--- src/rtl/ipf_pkg.sv ---
package ipf_pkg;

    localparam int IPF_LINE_BEATS = 4;
    localparam int IPF_MAX_LINES  = 3;

    typedef enum logic [1:0] {
        S_IDLE = 2'd0,
        S_DREQ = 2'd1,
        S_SREQ = 2'd2,
        S_FILL = 2'd3
    } ipf_state_e;

    typedef enum logic [1:0] {
        CUT_IGNORE  = 2'd0,
        CUT_HOLD    = 2'd1,
        CUT_ABANDON = 2'd2
    } ipf_cut_e;

endpackage

--- src/rtl/ipf_probe.sv ---
module ipf_probe #(
    parameter int LA_W = 16,
    parameter int NP   = 3
) (
    input  logic [LA_W-1:0]            base,
    input  logic [$clog2(NP+1)-1:0]    depth,
    output logic [NP*LA_W-1:0]         addrs,
    input  logic [NP-1:0]              hit,
    output logic [$clog2(NP+1)-1:0]    run
);
    localparam int RW = $clog2(NP + 1);

    for (genvar g = 0; g < NP; g++) begin : g_lane
        assign addrs[g*LA_W +: LA_W] = base + LA_W'(g + 1);
    end

    logic stop;
    always_comb begin
        run  = '0;
        stop = 1'b0;
        for (int i = 0; i < NP; i++) begin
            if (!stop && (i < int'(depth)) && !hit[i]) begin
                run = run + RW'(1);
            end else begin
                stop = 1'b1;
            end
        end
    end
endmodule

--- src/rtl/ipf_cut.sv ---
module ipf_cut
    import ipf_pkg::*;
#(
    parameter int TW = 3
) (
    input  logic          redirect_valid,
    input  logic          busy,
    input  logic          in_spec,
    input  logic [TW-1:0] rx,
    input  logic [TW-1:0] thresh,
    output ipf_cut_e      cut
);
    always_comb begin
        if (!redirect_valid || !busy) begin
            cut = CUT_IGNORE;
        end else if (in_spec && (rx < thresh)) begin
            cut = CUT_ABANDON;
        end else begin
            cut = CUT_HOLD;
        end
    end
endmodule

--- src/rtl/ipf_ctrl.sv ---
module ipf_ctrl
    import ipf_pkg::*;
#(
    parameter int LA_W   = 16,
    parameter int DW     = 64,
    parameter int BEATS  = IPF_LINE_BEATS,
    parameter int MAX_PF = IPF_MAX_LINES
) (
    input  logic                              clk,
    input  logic                              rst,
    input  logic [$clog2(MAX_PF+1)-1:0]       cfg_depth,
    input  logic [$clog2(BEATS+1)-1:0]        cfg_thresh,
    input  logic                              miss_valid,
    input  logic [LA_W-1:0]                   miss_addr,
    output logic [MAX_PF*LA_W-1:0]            probe_addr,
    input  logic [MAX_PF-1:0]                 probe_hit,
    input  logic                              redirect_valid,
    input  logic [LA_W-1:0]                   redirect_addr,
    output logic                              bus_req_valid,
    input  logic                              bus_req_ready,
    output logic [LA_W-1:0]                   bus_req_addr,
    output logic [$clog2(MAX_PF+1)-1:0]       bus_req_len,
    output logic                              bus_req_spec,
    output logic                              bus_abort,
    input  logic                              beat_valid,
    input  logic [DW-1:0]                     beat_data,
    output logic                              fill_we,
    output logic [LA_W-1:0]                   fill_line,
    output logic [$clog2(BEATS)-1:0]          fill_idx,
    output logic [DW-1:0]                     fill_data,
    output logic                              line_done_valid,
    output logic [LA_W-1:0]                   line_done_addr
);
    localparam int PFW = $clog2(MAX_PF + 1);
    localparam int CW  = $clog2(BEATS);
    localparam int TW  = $clog2(BEATS + 1);

    ipf_state_e          state_q;
    logic [LA_W-1:0]     base_q;
    logic [PFW-1:0]      spec_q;
    logic [PFW-1:0]      cur_q;
    logic [CW-1:0]       cnt_q;
    logic                pend_v_q;
    logic [LA_W-1:0]     pend_a_q;
    logic                abort_q;
    logic                done_v_q;
    logic [LA_W-1:0]     done_a_q;

    logic [PFW-1:0]      run;
    ipf_cut_e            cut;

    // Probe lanes always look at the lines after the incoming miss address
    ipf_probe #(.LA_W(LA_W), .NP(MAX_PF)) u_probe (
        .base  (miss_addr),
        .depth (cfg_depth),
        .addrs (probe_addr),
        .hit   (probe_hit),
        .run   (run)
    );

    logic            active, acc, complete, last_line, in_spec, busy;
    logic [TW-1:0]   rx;
    logic            hold, pn_v, bound_cut, abandon;
    logic [LA_W-1:0] pn_a, tgt;

    assign busy     = (state_q != S_IDLE);
    assign active   = (state_q == S_SREQ) || (state_q == S_FILL);
    assign acc      = active && beat_valid;
    assign rx       = TW'(cnt_q) + TW'(acc);
    assign complete = acc && (cnt_q == CW'(BEATS - 1));
    assign last_line = (cur_q == spec_q);
    assign in_spec  = active && (cur_q != '0);

    ipf_cut #(.TW(TW)) u_cut (
        .redirect_valid (redirect_valid),
        .busy           (busy),
        .in_spec        (in_spec),
        .rx             (rx),
        .thresh         (cfg_thresh),
        .cut            (cut)
    );

    // A redirect that is not acted on now merges into the pending slot (latest wins)
    assign hold      = (cut == CUT_HOLD);
    assign pn_v      = pend_v_q || hold;
    assign pn_a      = hold ? redirect_addr : pend_a_q;
    // At a line boundary, a pending redirect sees zero received beats
    assign bound_cut = complete && !last_line && pn_v && (cfg_thresh != '0);
    assign abandon   = (cut == CUT_ABANDON) || bound_cut;
    assign tgt       = (cut == CUT_ABANDON) ? redirect_addr : pn_a;

    always_ff @(posedge clk) begin
        if (rst) begin
            state_q  <= S_IDLE;
            base_q   <= '0;
            spec_q   <= '0;
            cur_q    <= '0;
            cnt_q    <= '0;
            pend_v_q <= 1'b0;
            pend_a_q <= '0;
            abort_q  <= 1'b0;
            done_v_q <= 1'b0;
            done_a_q <= '0;
        end else begin
            abort_q  <= 1'b0;
            done_v_q <= complete && (cut != CUT_ABANDON);
            done_a_q <= base_q + LA_W'(cur_q);
            unique case (state_q)
                S_IDLE: begin
                    pend_v_q <= 1'b0;
                    if (miss_valid) begin
                        base_q  <= miss_addr;
                        spec_q  <= run;
                        cur_q   <= '0;
                        cnt_q   <= '0;
                        state_q <= S_DREQ;
                    end
                end
                S_DREQ: begin
                    pend_v_q <= pn_v;
                    pend_a_q <= pn_a;
                    if (bus_req_ready) begin
                        state_q <= (spec_q != '0) ? S_SREQ : S_FILL;
                    end
                end
                S_SREQ, S_FILL: begin
                    if (abandon) begin
                        state_q  <= S_DREQ;
                        base_q   <= tgt;
                        spec_q   <= '0;
                        cur_q    <= '0;
                        cnt_q    <= '0;
                        pend_v_q <= 1'b0;
                        abort_q  <= (state_q == S_FILL);
                    end else begin
                        pend_v_q <= pn_v;
                        pend_a_q <= pn_a;
                        if ((state_q == S_SREQ) && bus_req_ready) begin
                            state_q <= S_FILL;
                        end
                        if (acc) begin
                            if (complete) begin
                                cnt_q <= '0;
                                if (last_line) begin
                                    cur_q    <= '0;
                                    pend_v_q <= 1'b0;
                                    if (pn_v) begin
                                        state_q <= S_DREQ;
                                        base_q  <= pn_a;
                                        spec_q  <= '0;
                                    end else begin
                                        state_q <= S_IDLE;
                                    end
                                end else begin
                                    cur_q <= cur_q + PFW'(1);
                                end
                            end else begin
                                cnt_q <= cnt_q + CW'(1);
                            end
                        end
                    end
                end
                default: state_q <= S_IDLE;
            endcase
        end
    end

    assign bus_req_valid   = (state_q == S_DREQ) || (state_q == S_SREQ);
    assign bus_req_spec    = (state_q == S_SREQ);
    assign bus_req_addr    = bus_req_spec ? (base_q + LA_W'(1)) : base_q;
    assign bus_req_len     = bus_req_spec ? spec_q : PFW'(1);
    assign bus_abort       = abort_q;

    assign fill_we         = acc;
    assign fill_line       = base_q + LA_W'(cur_q);
    assign fill_idx        = cnt_q;
    assign fill_data       = beat_data;

    assign line_done_valid = done_v_q;
    assign line_done_addr  = done_a_q;
endmodule

--- config.mk ---
export PLATFORM = sky130hd
export DESIGN_NAME = ipf_ctrl
export DESIGN_NICKNAME = d
export VERILOG_FILES = /design/src/rtl/ipf_pkg.sv /design/src/rtl/ipf_probe.sv /design/src/rtl/ipf_cut.sv /design/src/rtl/ipf_ctrl.sv
export SDC_FILE = /design/constraint.sdc
export NUM_CORES = 1
export LEC_CHECK = 0
export CAP_MARGIN = 20
export CORE_MARGIN = 10
export CORE_UTILIZATION = 42
export DETAILED_ROUTE_END_ITERATION = 6
export PLACE_DENSITY_LB_ADDON = 0.1
export SLEW_MARGIN = 20
export SYNTH_ARGS = -nofsm -noshare
export SYNTH_HDL_FRONTEND = slang
export SYNTH_SLANG_ARGS = --single-unit
--- constraint.sdc ---
create_clock -name clk -period 10.95 [get_ports clk]
set_input_delay 2.19 -clock clk [delete_from_list [all_inputs] [get_ports clk]]
set_output_delay 2.19 -clock clk [all_outputs]
set_load 0.02 [all_outputs]
==> impl_summary.md, run 1 <==
Floorplanning
The vertical die dimension is 128 µm. The initial utilization of the core area, before any placement, comes to 42.7%. After floorplanning, the core was sized to cover 11400 µm².

The boundary pin count is 279. The row count is 39. The die area is 16300 µm². The width of the chip is 128 µm.

Pwr
Net switching is 39.2% of the power. The clock share of power is 24.4%. VDD sags by at most 0.187 mV. Power spread over the standard cell area amounts to 209 nW/µm². For this design the total switching power over the nets is 0.511 mW. Internal power comes to 0.793 mW. The share of total power dissipated in sequential elements is 25.7%. Of the total power, combinational logic draws 49.8%.

The leakage component of the power is 2.36 nW. Power comes to 1.30 mW.

Yosys
The count of warnings emitted by yosys is 0. The number of different library cells in the post-synthesis netlist is 45. The register area share after synthesis is 24.2%. The share of synthesized flip-flops with an asynchronous set or reset is 0%. The number of nets handed over by synthesis was 750. The most used flip-flop cell after synthesis is sky130_fd_sc_hd__dfxtp_1. Counting flops and latches in the post-synthesis netlist gives 59. The count of flip-flops with a built-in enable after synthesis is 0. The synthesized area per cell is 7.87 µm². The cell area after synthesis is 4880 µm². The cell count after synthesis is 620.

Timing
Derived from the worst setup path, the maximum achievable clock frequency is 0.142 GHz. In this run the tightest slew margin relative to its limit is 36.4%. The setup-violating endpoint count in the final report is 0. Hold timing on the final database bottoms out at a slack of 0.475 ns. The setup total negative slack is 0 ns.

The minimum clock period after layout is 7.05 ns. The actual slew at the worst max-slew pin is 0.954 ns. The number of endpoints with negative hold slack in the final report came to 0. The count of final max-slew check failures is 0.

Setup repair after global routing left no endpoint under its margin. Between clock sinks in the finished design, the worst skew comes to 0.00651 ns. The part of the cycle the worst path needs is 64.3%.

Worst hold path
The type of the tightest min-delay check is flop to flop. The startpoint of the most critical hold path is pend_a_q[4]$_SDFFE_PP0P_.

Drt
The wire length after detailed routing is 14.1 mm. The total number of vias is 4338. For this run, the detailed router's first-pass iteration total came to 4. The violation count after the first detailed-routing iteration is 292. In this run the remaining antenna-violating nets after routing total 0. The vias per cell is 5.25. The DRC violations left is 0. The average wire per standard cell is 17.0 µm.

Setup path
Walking the worst path, the cells encountered are clkdlybuf4s50_1 -> ha_1 -> a21oi_1 -> nor2b_1 -> nand4_1 -> or3_1 -> xnor2_1 -> clkdlybuf4s50_1. The kind of end point of the critical path is an output port. Among the stages of the critical path, the cell type that occurs most often is sky130_fd_sc_hd__clkdlybuf4s50_1. The delay of the slowest critical-path stage is 0.66 ns. Together, buffers and inverters on the worst path number 2.

The setup path with the least slack is of type input port to output port. The origin of the critical flop-to-flop path is state_q[0]$_SDFFE_PP0P_. The cell family contributing the most delay on the critical path is buffers and inverters. The worst setup path startpoint is miss_addr[2]. The slowest stage cell on the critical path is sky130_fd_sc_hd__clkdlybuf4s50_1. For the worst setup path, the data arrival time is 4.86 ns. The peak fanout along the critical path is 8. The worst setup path is launched from an input port. The required time of the critical path is 8.76 ns.

Place
In this run the cell area measured after placement is 5910 µm². The wire-length estimate of the detail-placed layout is 10.9 mm. In this run the tool buffered the top-level ports with 150 buffer cells. Routability-driven placement finished with a final weighted congestion of 0.909.

Run status
The run finished with clean final reports.

Final layout
Cells with a size suffix above 1 make up 3.51% of the layout. Leaving out fill and tap cells, the most frequent cell in the layout is sky130_fd_sc_hd__clkdlybuf4s50_1. The count of antenna diodes in the layout is 0. The final layout contains 809 nets. In the layout the commonest cells are sky130_fd_sc_hd__clkdlybuf4s50_1, sky130_fd_sc_hd__nand2_1, sky130_fd_sc_hd__dfxtp_1. The signed area change from the synthesized netlist to the final layout is 28.0%. After routing the design area is 6250 µm². Cells fill 54.7% of the core in the end.

Flow run
The tool flagged a number of max-cap violations equal to 0.

Clock network
The post-CTS setup buffer count is 0. The CTS H-tree depth is 3. The tree is rooted in a sky130_fd_sc_hd__clkbuf_16. The TritonCTS clock tree is done. Clock tree synthesis found a total of 59 sinks. The clock insertion delay at the later pin of the skew report is 0.33 ns.

TritonCTS created 9 clock buffers. Clock-pin slew was measured on the worst setup and hold paths at 0.05 ns. The cts-stage hold buffer count is 0.

The maximum clock path buffer count is 2. The number of gates resized after cts is 0.

Global route
For this run, the total global-route usage over all layers was measured as 16.9%. In the global route stage, met3 resource usage came out at 5.50%. Summed over all layers, the global routing overflow is 0. met2 is the most crowded layer. For this run, global-route usage on met2 was measured as 30.2%. The routing usage on met1 is 17.9%.

The number of global-route vias before repair was 4407. The largest net degree at the start of global routing is 93. The first global-routing pass estimated 22.7 mm of wire.

The initial antenna violation count is 0.
==> cell usage after synthesis (4+ instances only) <==
master | count | area, µm²
sky130_fd_sc_hd__dfxtp_1 | 59 | 1180
sky130_fd_sc_hd__nand4_1 | 13 | 81.3
sky130_fd_sc_hd__inv_1 | 19 | 71.3
sky130_fd_sc_hd__xnor2_1 | 42 | 368
sky130_fd_sc_hd__nand3_1 | 15 | 75.1
sky130_fd_sc_hd__mux2i_1 | 34 | 340
sky130_fd_sc_hd__nor3_1 | 7 | 35.0
sky130_fd_sc_hd__or3_1 | 5 | 31.3
sky130_fd_sc_hd__and2_1 | 4 | 25.0
sky130_fd_sc_hd__buf_1 | 4 | 15.0
sky130_fd_sc_hd__a21oi_1 | 16 | 80.1
sky130_fd_sc_hd__a311o_1 | 17 | 170
sky130_fd_sc_hd__buf_2 | 6 | 30.0
sky130_fd_sc_hd__ha_1 | 19 | 238
sky130_fd_sc_hd__nand2_1 | 68 | 255
sky130_fd_sc_hd__xor2_1 | 31 | 272
sky130_fd_sc_hd__nor2b_1 | 18 | 113
sky130_fd_sc_hd__clkbuf_1 | 26 | 97.6
sky130_fd_sc_hd__buf_4 | 66 | 495
sky130_fd_sc_hd__and3_1 | 4 | 25.0
sky130_fd_sc_hd__nand2b_1 | 55 | 344
sky130_fd_sc_hd__o21ai_0 | 9 | 45.0
sky130_fd_sc_hd__nor2_1 | 53 | 199
==> cell type report <==
type | count | area [µm²]
clock inverters | 3 | 68.8
repair buffers | 153 | 1520
fillers | 1138 | 5170
flip-flops and latches | 59 | 1180
clock buffers | 13 | 270
inverters | 19 | 71.3
well taps | 143 | 179
multi-input cells | 437 | 2960
==> cells by family (layout without fill, tap and decap cells) <==
group                    count (synthesis)  count (layout)  share of synthesized area, %
AND/OR/NAND/NOR                        246             246                          24.9
XOR/XNOR                                73              73                          13.1
flip-flops                              59              59                          24.2
buffers and inverters                  124             188                          15.4
multiplexers                            35              35                          7.21
AO/OA/AOI/OAI                           63              63                          9.85
adder cells (fa/ha/maj)                 20              20                          5.28
==> tightest hold or removal path, cell delays in order, from the launching register on <==
cell	delay, ns
sky130_fd_sc_hd__dfxtp_1	0.30
sky130_fd_sc_hd__nand2b_1	0.06
sky130_fd_sc_hd__mux2i_1	0.06
==> registers in the layout, indices dropped and copies added, names as in the netlist, 2 cells and up <==
register and count:
pend_a_q 16, base_q 16, fill_idx 2, spec_q 2
line_done_addr 16, state_q 2, cur_q 2
==> power groups by stage <==
stage                     clock network [mW]  registers, mW  logic, mW
after floorplan                            0          0.335      0.438
after global placement                     0          0.339      0.651
after detailed placement                   0          0.340      0.658
after CTS                              0.325          0.336      0.660
after global routing                   0.333          0.347      0.703
final                                  0.319          0.335      0.650
==> layer usage <==
metal  share of wire (%)  routed length, µm  vias to the layer above
met1                  39               5490                     2045
met5                   0                  0                        -
li1                    -                  -                     2106
met4                 2.3                318                        0
met2                  52               7310                      153
met3                 6.8                963                       34
==> worst paths after layout <==
| kind | depth (start not counted) | slack [ns] | endpoint |
|---|---|---|---|
| min | 2 | 0.47 | pend_a_q[4]$_SDFFE_PP0P_ |
| max | 8 | 3.90 | probe_addr[47] |
| max reg2reg | 12 | 7.09 | cur_q[0]$_SDFFE_PP0P_ |
| min reg2reg | 2 | 0.47 | pend_a_q[4]$_SDFFE_PP0P_ |
==> stage by stage <==
stage	setup WS [ns]	cells
after global placement	3.98	811
after global routing	3.76	827
after CTS	3.94	827
after detailed placement	3.94	811
after floorplan	5.06	620
final	3.90	827
Note: power is estimated with default switching activity, not from simulation.
==> run 2, diff against run 1 <==
--- a/config.mk
+++ b/config.mk
@@ -7,7 +7,7 @@
 export LEC_CHECK = 0
 export CAP_MARGIN = 20
 export CORE_MARGIN = 10
-export CORE_UTILIZATION = 42
+export CORE_UTILIZATION = 35
 export DETAILED_ROUTE_END_ITERATION = 6
 export PLACE_DENSITY_LB_ADDON = 0.1
 export SLEW_MARGIN = 20
==> constraint.sdc (replaced) <==
create_clock -name clk -period 6.4 [get_ports clk]
set_input_delay 1.28 -clock clk [delete_from_list [all_inputs] [get_ports clk]]
set_output_delay 1.28 -clock clk [all_outputs]
set_load 0.02 [all_outputs]
==> run 2 against run 1 <==
  * Via count is 3.1% lower
  * Core utilization down 8.9 points
  * Hold slack gained 0.0014 ns
  * Global-route usage fell by 2.5 points
  * Register-to-register slack got worse by 4.6 ns
  * First-iteration DRC count is 36% lower
  * Largest power group unchanged
  * Sequential share of layout area is 0.17 points lower
  * Design area is 0.92% higher
  * Critical path type unchanged
  * Non-clock buffer count up 2
  * Die area is 17% higher
==> impl_summary.md, run 2 (synthesized netlist as in run 1, its figures left out) <==
Flow run
The number of max-cap violations is 0 (unchanged).

Run status
The run finished with clean final reports.

Pwr
The worst vdd rail ir drop is 0.169 mV (-9.6%). The power density over the cells is 357 nW/µm² (+71%). The power consumption is 2.25 mW (+72%). The leakage component of the power was 2.36 nW (about the same).

Final layout
In the layout the commonest cells are sky130_fd_sc_hd__clkdlybuf4s50_1, sky130_fd_sc_hd__nand2_1, sky130_fd_sc_hd__dfxtp_1. Compared with the post-synthesis result, the final layout area differs by 29.2%. The final layout net count came to 811 (+0.25%).

The count of antenna diodes in the layout is 0 (unchanged). The most common cell after layout, fill and taps aside is sky130_fd_sc_hd__clkdlybuf4s50_1. The fraction of layout cells with a size suffix above 1 is 3.79% (+0.28 points).

Setup path
The sort of element at the start of the critical path is an input port. The signal on the critical path passes through clkdlybuf4s50_1 -> ha_1 -> a21oi_1 -> nor2b_1 -> nand4_1 -> or3_1 -> xnor2_1 -> clkdlybuf4s50_1. The cell that appears most often on the critical path is sky130_fd_sc_hd__clkdlybuf4s50_1. The total buffers and inverters traversed by the critical path is 2 (unchanged). By startpoint and endpoint, the worst setup path is classified as input port to output port.

The peak fanout along the critical path came to 8 (unchanged). The delay of the slowest critical-path stage is 0.66 ns (about the same). The kind of cell with the highest combined delay along the critical path is buffers and inverters. The required time of the critical path is 5.12 ns (-3.64 ns). The kind of end point of the critical path is an output port.

The arrival time of data at the critical path endpoint is 3.98 ns (-0.88 ns). For this design, the slowest cell found on the critical path is sky130_fd_sc_hd__clkdlybuf4s50_1.

Drt
The wire length after detailed routing was 14.3 mm (+1.2%). The average wire per standard cell came to 16.5 µm (-3.3%). The wire length on met1 is 5.87 mm (+7.0%).

The first-pass iteration count of the detailed router is 4 (unchanged). The DRC violations left was 0 (unchanged). The highest layer touched by signal routing is met4.

The met2 routed wirelength was 7.33 mm (+0.22%). The vias per cell is 4.85 (-7.5%). The number of antenna-violating nets in the routed design is 0 (unchanged). The violation count after the first detailed-routing iteration is 186 (-36%). The total number of vias was 4204 (-3.1%). The total met3 wirelength after detailed routing is 809 µm (-16%).

Timing
The setup-violating endpoint count in the final report is 0 (unchanged). The post-route clock skew came to 0.00556 ns (-0.000951 ns). The final setup slack of the worst path is 1.14 ns (-2.76 ns). The worst slew margin relative to its limit is 37.3% (+0.89 points). The setup total negative slack is 0 ns (unchanged). After layout, the minimum clock period comes to 5.26 ns.

Based on the critical path, the design can be clocked at up to 0.190 GHz. The part of the cycle the worst path needs is 82.2%. Setup repair after global routing left no endpoint under its margin. The number of endpoints with negative hold slack in the final report is 0 (unchanged). The count of final max-slew check failures is 0 (unchanged). The actual slew at the worst max-slew pin is 0.941 ns (-0.0133 ns).

Clock network
The CTS H-tree depth came to 3 (unchanged). The post-CTS setup buffer count is 0 (unchanged). The number of buffers added by the clock tree synthesis step was 9 (unchanged). The number of gates resized after cts came to 0 (unchanged). TritonCTS built the clock tree. The clock insertion delay at the later pin of the skew report is 0.33 ns (about the same). The cts-stage hold buffer count is 0 (unchanged).

The CTS clock-pin slew for the worst setup and hold paths is 0.06 ns (about the same). The clock tree root driver cell is sky130_fd_sc_hd__clkbuf_16. The maximum clock path buffer count is 2 (unchanged). The number of sinks on the clock net is 59 (unchanged).

Floorplanning
The boundary pin count was 279 (unchanged). The row count is 43 (+10%). The effective utilization at floorplan is 35.4% (-7.3 points). The die area was 19100 µm² (+17%). The total core area is 13800 µm² (+21%). The width of the chip is 138 µm (+8.0%). The vertical die dimension is 138 µm (+8.0%).

Global route
The largest net degree at the start of global routing is 93 (unchanged). The initial antenna violation count is 0 (unchanged). The global routing usage summed across all routing layers is 14.4% (-2.5 points).

The first-pass GRT wire length is 22.9 mm (+0.88%). The number of global-route vias before repair is 4188 (-5.0%). The total overflow reported by the global router is 0 (unchanged).

Place
The detailed placement HPWL is 11.1 mm (+2.1%). The weighted congestion reported at the end of routability-driven placement is 0.854 (-6.1%). The post-place setup slack came to 1.15 ns (-2.79 ns). The number of port buffers is 150 (unchanged).

Worst hold path
The type of the tightest min-delay check is flop to flop.
## run 2: cell count changes in the layout (fill, tap and decap cells not counted), sizes merged
cell,before,now
bufinv,2,3
clkbuf,13,10
buf,4,6
clkinvlp,0,2
## run 2: cell type report
class / count / area [µm²]
Inverter: 19 / 71.3
Sequential cell: 59 / 1180
Multi-Input combinational cell: 437 / 2950
Timing Repair Buffer: 155 / 1530
Tap cell: 180 / 225
Clock buffer: 10 / 229
Fill cell: 1353 / 7470
Clock inverter: 6 / 114
## run 2: layer usage
layer | vias up | track usage, %
met5 | - | 0
met2 | 117 | 25.3
met3 | 25 | 3.90
met4 | 0 | 4.99
met1 | 1960 | 16.3
li1 | 2102 | -
## run 2: through the flow
step                instances  hold slack, ns  utilization [%]  cell area (µm²)
detailed placement        850           0.470             43.3             5960
global placement          850           0.458             43.3             5960
floorplan                 620           0.449                -             4880
global route              866           0.497             45.8             6300
CTS                       866           0.480             45.8             6300
finish                    866           0.476             45.8             6300
## run 2: worst paths after layout
path / start / end / slack, ns / cells after the start
hold / removal: pend_a_q[9]$_SDFFE_PP0P_ / pend_a_q[9]$_SDFFE_PP0P_ / 0.48 / 2
setup / recovery: miss_addr[2] / probe_addr[47] / 1.14 / 8
setup reg to reg: state_q[0]$_SDFFE_PP0P_ / cur_q[0]$_SDFFE_PP0P_ / 2.51 / 13
hold reg to reg: pend_a_q[9]$_SDFFE_PP0P_ / pend_a_q[9]$_SDFFE_PP0P_ / 0.48 / 2
## run 2: worst min-delay path, cell delays in order (launching register included)
cell	delay [ns]
sky130_fd_sc_hd__dfxtp_1	0.30
sky130_fd_sc_hd__nand2b_1	0.06
sky130_fd_sc_hd__mux2i_1	0.06
## run 2: report_power, final
| group | switching [mW] | leakage [nW] | internal, mW | total, mW |
|---|---|---|---|---|
| Clock | 0.178 | 0.159 | 0.381 | 0.558 |
| Sequential | 0.115 | 0.481 | 0.462 | 0.577 |
| Combinational | 0.589 | 1.72 | 0.524 | 1.11 |
